### config.mk
export PLATFORM = sky130hd
export DESIGN_NAME = ext_write_ctrl
export DESIGN_NICKNAME = d
export VERILOG_FILES = /design/src/rtl/ewc_pkg.sv /design/src/rtl/ewc_rdy_sync.sv /design/src/rtl/ewc_phase_fsm.sv /design/src/rtl/ext_write_ctrl.sv
export SDC_FILE = /design/constraint.sdc
export NUM_CORES = 1
export LEC_CHECK = 0
export ABC_AREA = 0
export ABC_CLOCK_PERIOD_IN_PS = 3100
export BUFFER_PORTS_ARGS = -buffer_cell sky130_fd_sc_hd__buf_2
export CAP_MARGIN = 20
export CORE_MARGIN = 5
export CORE_UTILIZATION = 35
export CTS_BUF_LIST = sky130_fd_sc_hd__clkbuf_8 sky130_fd_sc_hd__clkbuf_16
export DETAILED_ROUTE_END_ITERATION = 12
export GPL_ROUTABILITY_DRIVEN = 0
export PLACE_DENSITY = 0.62
export SLEW_MARGIN = 30
export SYNTH_ARGS = -nofsm -noshare
export SYNTH_HDL_FRONTEND = slang
export SYNTH_SLANG_ARGS = --single-unit
### constraint.sdc
create_clock -name clk -period 3.1 [get_ports clk]
set_clock_uncertainty 0.05 [all_clocks]
set_input_delay 0.155 -clock clk [delete_from_list [all_inputs] [get_ports clk]]
set_output_delay 0.155 -clock clk [all_outputs]
set_load 0.02 [all_outputs]
### src/rtl/ewc_pkg.sv
package ewc_pkg;
  typedef enum logic [1:0] {
    RDY_OFF   = 2'd0,
    RDY_SYNC  = 2'd1,
    RDY_ASYNC = 2'd2,
    RDY_OFF2  = 2'd3
  } rdy_mode_e;

  typedef enum logic [1:0] {
    PH_IDLE   = 2'd0,
    PH_LEAD   = 2'd1,
    PH_ACTIVE = 2'd2,
    PH_TRAIL  = 2'd3
  } phase_e;
endpackage

### src/rtl/ewc_rdy_sync.sv
module ewc_rdy_sync #(
  parameter int STAGES = 2
) (
  input  logic clk,
  input  logic rst_n,
  input  logic d,
  output logic q
);
  logic [STAGES-1:0] sh;

  generate
    if (STAGES == 1) begin : g_one
      always_ff @(posedge clk or negedge rst_n)
        if (!rst_n) sh <= '0;
        else        sh <= d;
    end else begin : g_many
      always_ff @(posedge clk or negedge rst_n)
        if (!rst_n) sh <= '0;
        else        sh <= {sh[STAGES-2:0], d};
    end
  endgenerate

  assign q = sh[STAGES-1];
endmodule

### src/rtl/ewc_phase_fsm.sv
module ewc_phase_fsm
  import ewc_pkg::*;
#(
  parameter int CW = 4
) (
  input  logic          clk,
  input  logic          rst_n,
  input  logic          start,
  input  logic [CW-1:0] lead,
  input  logic [CW-1:0] active,
  input  logic [CW-1:0] trail,
  input  rdy_mode_e     mode,
  input  logic          rdy_raw,
  input  logic          rdy_sync,
  output phase_e        phase,
  output logic          phase_done,
  output logic          ack
);
  // Counter preload: a count of n lasts n cycles, a count of 0 is taken as 1.
  function automatic logic [CW-1:0] preload(input logic [CW-1:0] n);
    return (n == '0) ? '0 : n - 1'b1;
  endfunction

  logic [CW-1:0] cnt, act_q, trl_q;
  rdy_mode_e     mode_q;
  logic          last_tick, rdy_ok;

  assign last_tick = (cnt == '0);

  always_comb begin
    unique case (mode_q)
      RDY_SYNC:  rdy_ok = rdy_raw;
      RDY_ASYNC: rdy_ok = rdy_sync;
      default:   rdy_ok = 1'b1;
    endcase
  end

  assign phase_done = last_tick && (phase != PH_IDLE) &&
                      ((phase != PH_ACTIVE) || rdy_ok);
  assign ack = (phase == PH_TRAIL) && last_tick;

  always_ff @(posedge clk or negedge rst_n) begin
    if (!rst_n) begin
      phase  <= PH_IDLE;
      cnt    <= '0;
      act_q  <= '0;
      trl_q  <= '0;
      mode_q <= RDY_OFF;
    end else begin
      unique case (phase)
        PH_IDLE: if (start) begin
          phase  <= PH_LEAD;
          cnt    <= preload(lead);
          act_q  <= active;
          trl_q  <= trail;
          mode_q <= mode;
        end
        PH_LEAD:
          if (last_tick) begin
            phase <= PH_ACTIVE;
            cnt   <= preload(act_q);
          end else cnt <= cnt - 1'b1;
        PH_ACTIVE:
          if (!last_tick) cnt <= cnt - 1'b1;
          else if (rdy_ok) begin
            phase <= PH_TRAIL;
            cnt   <= preload(trl_q);
          end
        PH_TRAIL:
          if (last_tick) phase <= PH_IDLE;
          else cnt <= cnt - 1'b1;
        default: phase <= PH_IDLE;
      endcase
    end
  end


  lead_to_active_chk: assert property (@(posedge clk) disable iff (!rst_n)
    (phase == PH_LEAD && cnt == '0) |=> phase == PH_ACTIVE);

  active_hold_chk: assert property (@(posedge clk) disable iff (!rst_n)
    (phase == PH_ACTIVE && cnt != '0) |=> phase == PH_ACTIVE);

  sync_wait_chk: assert property (@(posedge clk) disable iff (!rst_n)
    (phase == PH_ACTIVE && cnt == '0 && mode_q == RDY_SYNC && !rdy_raw) |=> phase == PH_ACTIVE);

  async_wait_chk: assert property (@(posedge clk) disable iff (!rst_n)
    (phase == PH_ACTIVE && cnt == '0 && mode_q == RDY_ASYNC && !rdy_sync) |=> phase == PH_ACTIVE);

  ack_pulse_chk: assert property (@(posedge clk) disable iff (!rst_n)
    ack |=> (!ack && phase == PH_IDLE));
endmodule

### src/rtl/ext_write_ctrl.sv
module ext_write_ctrl
  import ewc_pkg::*;
#(
  parameter int AW = 16,
  parameter int DW = 16,
  parameter int CW = 4,
  parameter int SYNC_STAGES = 2
) (
  input  logic          clk,
  input  logic          rst_n,
  input  logic          req,
  input  logic [AW-1:0] req_addr,
  input  logic [DW-1:0] req_data,
  output logic          req_ack,
  input  logic [CW-1:0] cfg_lead,
  input  logic [CW-1:0] cfg_active,
  input  logic [CW-1:0] cfg_trail,
  input  logic [1:0]    cfg_rdy_mode,
  input  logic          ext_ready,
  output logic          bus_cs_n,
  output logic [AW-1:0] bus_addr,
  output logic          bus_we_n,
  output logic          bus_rnw,
  output logic [DW-1:0] bus_data,
  output logic          bus_data_oe
);
  phase_e        phase;
  logic          phase_done, accept, rdy_synced;
  logic [AW-1:0] addr_q;
  logic [DW-1:0] data_q;

  assign accept = req && (phase == PH_IDLE);

  ewc_rdy_sync #(.STAGES(SYNC_STAGES)) u_sync (
    .clk(clk), .rst_n(rst_n), .d(ext_ready), .q(rdy_synced)
  );

  ewc_phase_fsm #(.CW(CW)) u_fsm (
    .clk(clk), .rst_n(rst_n), .start(accept),
    .lead(cfg_lead), .active(cfg_active), .trail(cfg_trail),
    .mode(rdy_mode_e'(cfg_rdy_mode)),
    .rdy_raw(ext_ready), .rdy_sync(rdy_synced),
    .phase(phase), .phase_done(phase_done), .ack(req_ack)
  );

  always_ff @(posedge clk or negedge rst_n) begin
    if (!rst_n) begin
      addr_q <= '0;
      data_q <= '0;
    end else if (accept) begin
      addr_q <= req_addr;
      data_q <= req_data;
    end
  end

  assign bus_cs_n    = (phase == PH_IDLE);
  assign bus_rnw     = (phase == PH_IDLE);
  assign bus_we_n    = (phase != PH_ACTIVE);
  assign bus_data_oe = (phase == PH_ACTIVE) || (phase == PH_TRAIL);
  assign bus_addr    = addr_q;
  assign bus_data    = data_q;


  strobe_inside_cs_chk: assert property (@(posedge clk) disable iff (!rst_n)
    !bus_we_n |-> (!bus_cs_n && !bus_rnw && bus_data_oe));

  addr_idle_hold_chk: assert property (@(posedge clk) disable iff (!rst_n)
    (bus_cs_n && $past(bus_cs_n)) |-> $stable(bus_addr));

  busy_payload_stable_chk: assert property (@(posedge clk) disable iff (!rst_n)
    (!bus_cs_n && $past(!bus_cs_n)) |-> ($stable(bus_addr) && $stable(bus_data)));

  ack_ends_cycle_chk: assert property (@(posedge clk) disable iff (!rst_n)
    req_ack |-> (phase_done && !bus_cs_n));
endmodule

==> out/qor.yml <==
clocking:
  numCtsBuffers: 5
  path_clk_slew_ns: 0.09
  cts_max_level: 2
  cts_tree: "built"
  clkLatencyLatePin_ns: 0.29
  clock_path_buffers: 2
  cts_resized: 0
  clk_root_buffer_cell: "clkbuf_8"
  clock-sinks: 50
layout:
  layout-drive-gt1-share_pct: 49.3
  diodes: 0
  fillCellCount: 643
  final_cells: 388
  final_cell_mix: "86 x buf_2, 50 x dfrtp_1, 43 x mux2_2"
  area_growth_pct: 26.5
  finalNetCount: 353
  fin_area_sq_um: 3090
  final_common_cell: "buf_2"
synthesis:
  yosys.area.top_type: "dfrtp_1"
  async_flop_share_pct: 100
  yosysWarnings: 0
  ys_seq_area_share_pct: 51.2
  avgSynthCellArea_sq_um: 12.2
  synth_cells: 201
  synth_enable_flop_cells: 0
  ys_seq_elements: 50
  synth.distinct_cells: 33
  synth_top_cell_area_share_pct: 51.2
  synth_fp_nets: 263
  synth_area_leaders: "dfrtp_1 51%, mux2_2 20%, ha_1 6.1%, inv_1 2.8%, o21ai_0 2.0%"
  yosys_most_used_dff: "dfrtp_1"
  syn_area_sq_um: 2450
routing:
  wl_per_cell_microns: 13.6
  drtAntennaViolNets: 0
  viasPerCell: 4.74
  dr_total_vias: 1839
  m1WireLength_microns: 2200
  drc: 0
  dr.pass1.iters: 4
  met2_length_microns: 2540
  highest_layer: "met4"
  drt_wl_total_microns: 5270
  dr_wl_met3_microns: 461
  drtIter0Drc: 70
floorplanning:
  start_util_pct: 36.0
  fp-row-count: 30
  coreArea_sq_um: 6790
  dieWidth_microns: 93.6
  die_y_microns: 93.6
  ios: 87
  die_area_sq_um: 8760
worst_setup_path:
  crit_chain: "inv_1, ha_1, nand2_2, buf_4, mux2_2"
  reg2reg_depth: 5
  rr_endpoint: "bus_data[9]$_DFFE_PN0P_"
  cp.required_ns: 3.23
  path_max_fanout: 42
  cp-start-kind: "flip-flop"
  end_kind: "flip-flop"
  reg2reg_slack_ns: 1.10
  worstPathArrival_ns: 2.13
  slowest_stage: "buf_4"
  max_stage_delay_ns: 0.44
  cp-endpoint: "bus_data[9]$_DFFE_PN0P_"
  cp-startpoint: "u_fsm.phase[0]$_DFFE_PN0P_"
  r2r-start: "u_fsm.phase[0]$_DFFE_PN0P_"
  worstSetupPathType: "reg2reg"
run:
  maxCapViolCount: 0
placement:
  io_buffers: 86
  place_area_sq_um: 2960
  dp_cells: 378
  hpwl_microns: 4010
sta:
  relSlewSlack_pct: 54.4
  rsz0062_at_grt: "no"
  fin_setup_tns_ns: 0
  max_clock_freq_ghz: 0.499
  setup_violations: 0
  worst_pin_slew_ns: 0.684
  layout_min_cycle_time_ns: 2.00
  hold_viol_final: 0
  fin_crit_sh_pct: 64.6
  drv_slew: 0
power_and_ir_drop:
  switching_share_pct: 40.8
  leakage_nw: 1.50
  clockPowerShare_pct: 12.6
  p_per_area_nw_per_um2: 1100
  p_sw_mw: 1.39
  p_seq_share_pct: 35.2
  peakVddDrop_uv: 503
  p_int_mw: 2.01
  pwr-share-comb_pct: 52.2
global_routing:
  grt_overflow: 0
  grt_max_degree: 43
  grtUsageTotal_pct: 12.6
  grt_antenna_before_repair: 0
  grt_pass1_wl_microns: 8860
  grt_pass1_vias: 1965
min_path:
  min_path_type: "in2reg"
status:
  status: "completed"
==> layout make-up <==
type                            count  area, sq um  area share [%]
Clock buffer                        8          110            3.56
Inverter                           18         67.6            2.18
Multi-Input combinational cell    126         1080            34.9
Sequential cell                    50         1250            40.4
Tap cell                           96          120            3.88
Timing Repair Buffer               90          465            15.0
==> registers in the layout, indices dropped and copies added, names as in the netlist <==
register      cells
bus_addr         16
bus_data         16
u_fsm.act_q       4
u_fsm.cnt         4
u_fsm.mode_q      2
u_fsm.phase       2
u_fsm.trl_q       4
u_sync.sh         2
==> kinds of logic (layout without fill, tap and decap cells) <==
kind of cell | count (synthesis) | count (layout) | synth area share, %
XOR/XNOR | 2 | 2 | 0.716
buffers and inverters | 25 | 116 | 4.81
flip-flops | 50 | 50 | 51.2
multiplexers | 45 | 45 | 20.6
AND/OR/NAND/NOR | 30 | 30 | 6.44
adder cells (fa/ha/maj) | 12 | 12 | 6.14
AO/OA/AOI/OAI | 37 | 37 | 10.1
==> worst min-delay path by stage <==
| stage | start | to | slack (ns) | depth (start not counted) |
|---|---|---|---|---|
| 2_1_floorplan | rst_n | bus_addr[0]$_DFFE_PN0P_ | -0.19 | 0 |
| 3_3_place_gp | rst_n | bus_addr[10]$_DFFE_PN0P_ | 0.20 | 1 |
| 3_5_place_dp | rst_n | bus_addr[10]$_DFFE_PN0P_ | 0.20 | 1 |
| 4_1_cts | req_addr[0] | bus_addr[0]$_DFFE_PN0P_ | 0.02 | 2 |
| 5_1_grt | req_addr[5] | bus_addr[5]$_DFFE_PN0P_ | 0.02 | 2 |
| 6_report | cfg_rdy_mode[1] | u_fsm.mode_q[1]$_DFFE_PN0P_ | 0.04 | 2 |
==> synth_stat cells, types with 4 or more instances <==
master	instances
a31oi_1	4
ha_1	12
inv_1	18
mux2_2	43
dfrtp_1	50
a21oi_1	4
buf_2	4
o21ai_0	10
o22ai_1	4
nor2b_1	4
a211oi_1	4
nor2_1	8
nor3_1	5
nand2_1	7
==> stage by stage <==
| step | hold WS (ns) | power, mW | util [%] | setup WS, ns |
|---|---|---|---|---|
| 6_report | 0.0367 | 3.40 | 45.5 | 1.10 |
| 5_1_grt | 0.0226 | 3.69 | 45.5 | 0.957 |
| 4_1_cts | 0.0229 | 3.45 | 45.5 | 1.06 |
| 3_5_place_dp | 0.197 | 3.00 | 43.6 | 1.08 |
| 3_3_place_gp | 0.198 | 2.97 | 43.6 | 1.11 |
| 2_1_floorplan | -0.191 | 2.51 | - | 1.33 |
==> power by group through the flow <==
stage | Clock (mW) | Sequential [mW] | Combinational (mW)
floorplan | 0 | 1.44 | 1.07
global placement | 0 | 1.20 | 1.77
detailed placement | 0 | 1.21 | 1.79
CTS | 0.452 | 1.20 | 1.80
global route | 0.477 | 1.25 | 1.96
finish | 0.430 | 1.20 | 1.78
==> metal layers <==
layer / GRT usage [%] / vias to the layer above
met2: 20.7 / 66
met1: 15.0 / 882
li1: - / 886
met3: 4.99 / 5
met4: 4.09 / 0
met5: 0 / -
==> critical path, delay by kind of cell, from the launching register on <==
family        cells  cell delay [ns]
buf+inv           2             0.52
mux               1             0.41
flops             1             0.40
fa+ha+maj         1             0.37
simple gates      1             0.10
==> timing repair <==
| action | in CTS | in global routing |
|---|---|---|
| hold buffers | 2 | 0 |
| hold endpoints to repair | 31 | 0 |
| buffers inserted | 0 | 0 |
(Power assumes the default switching activity.)
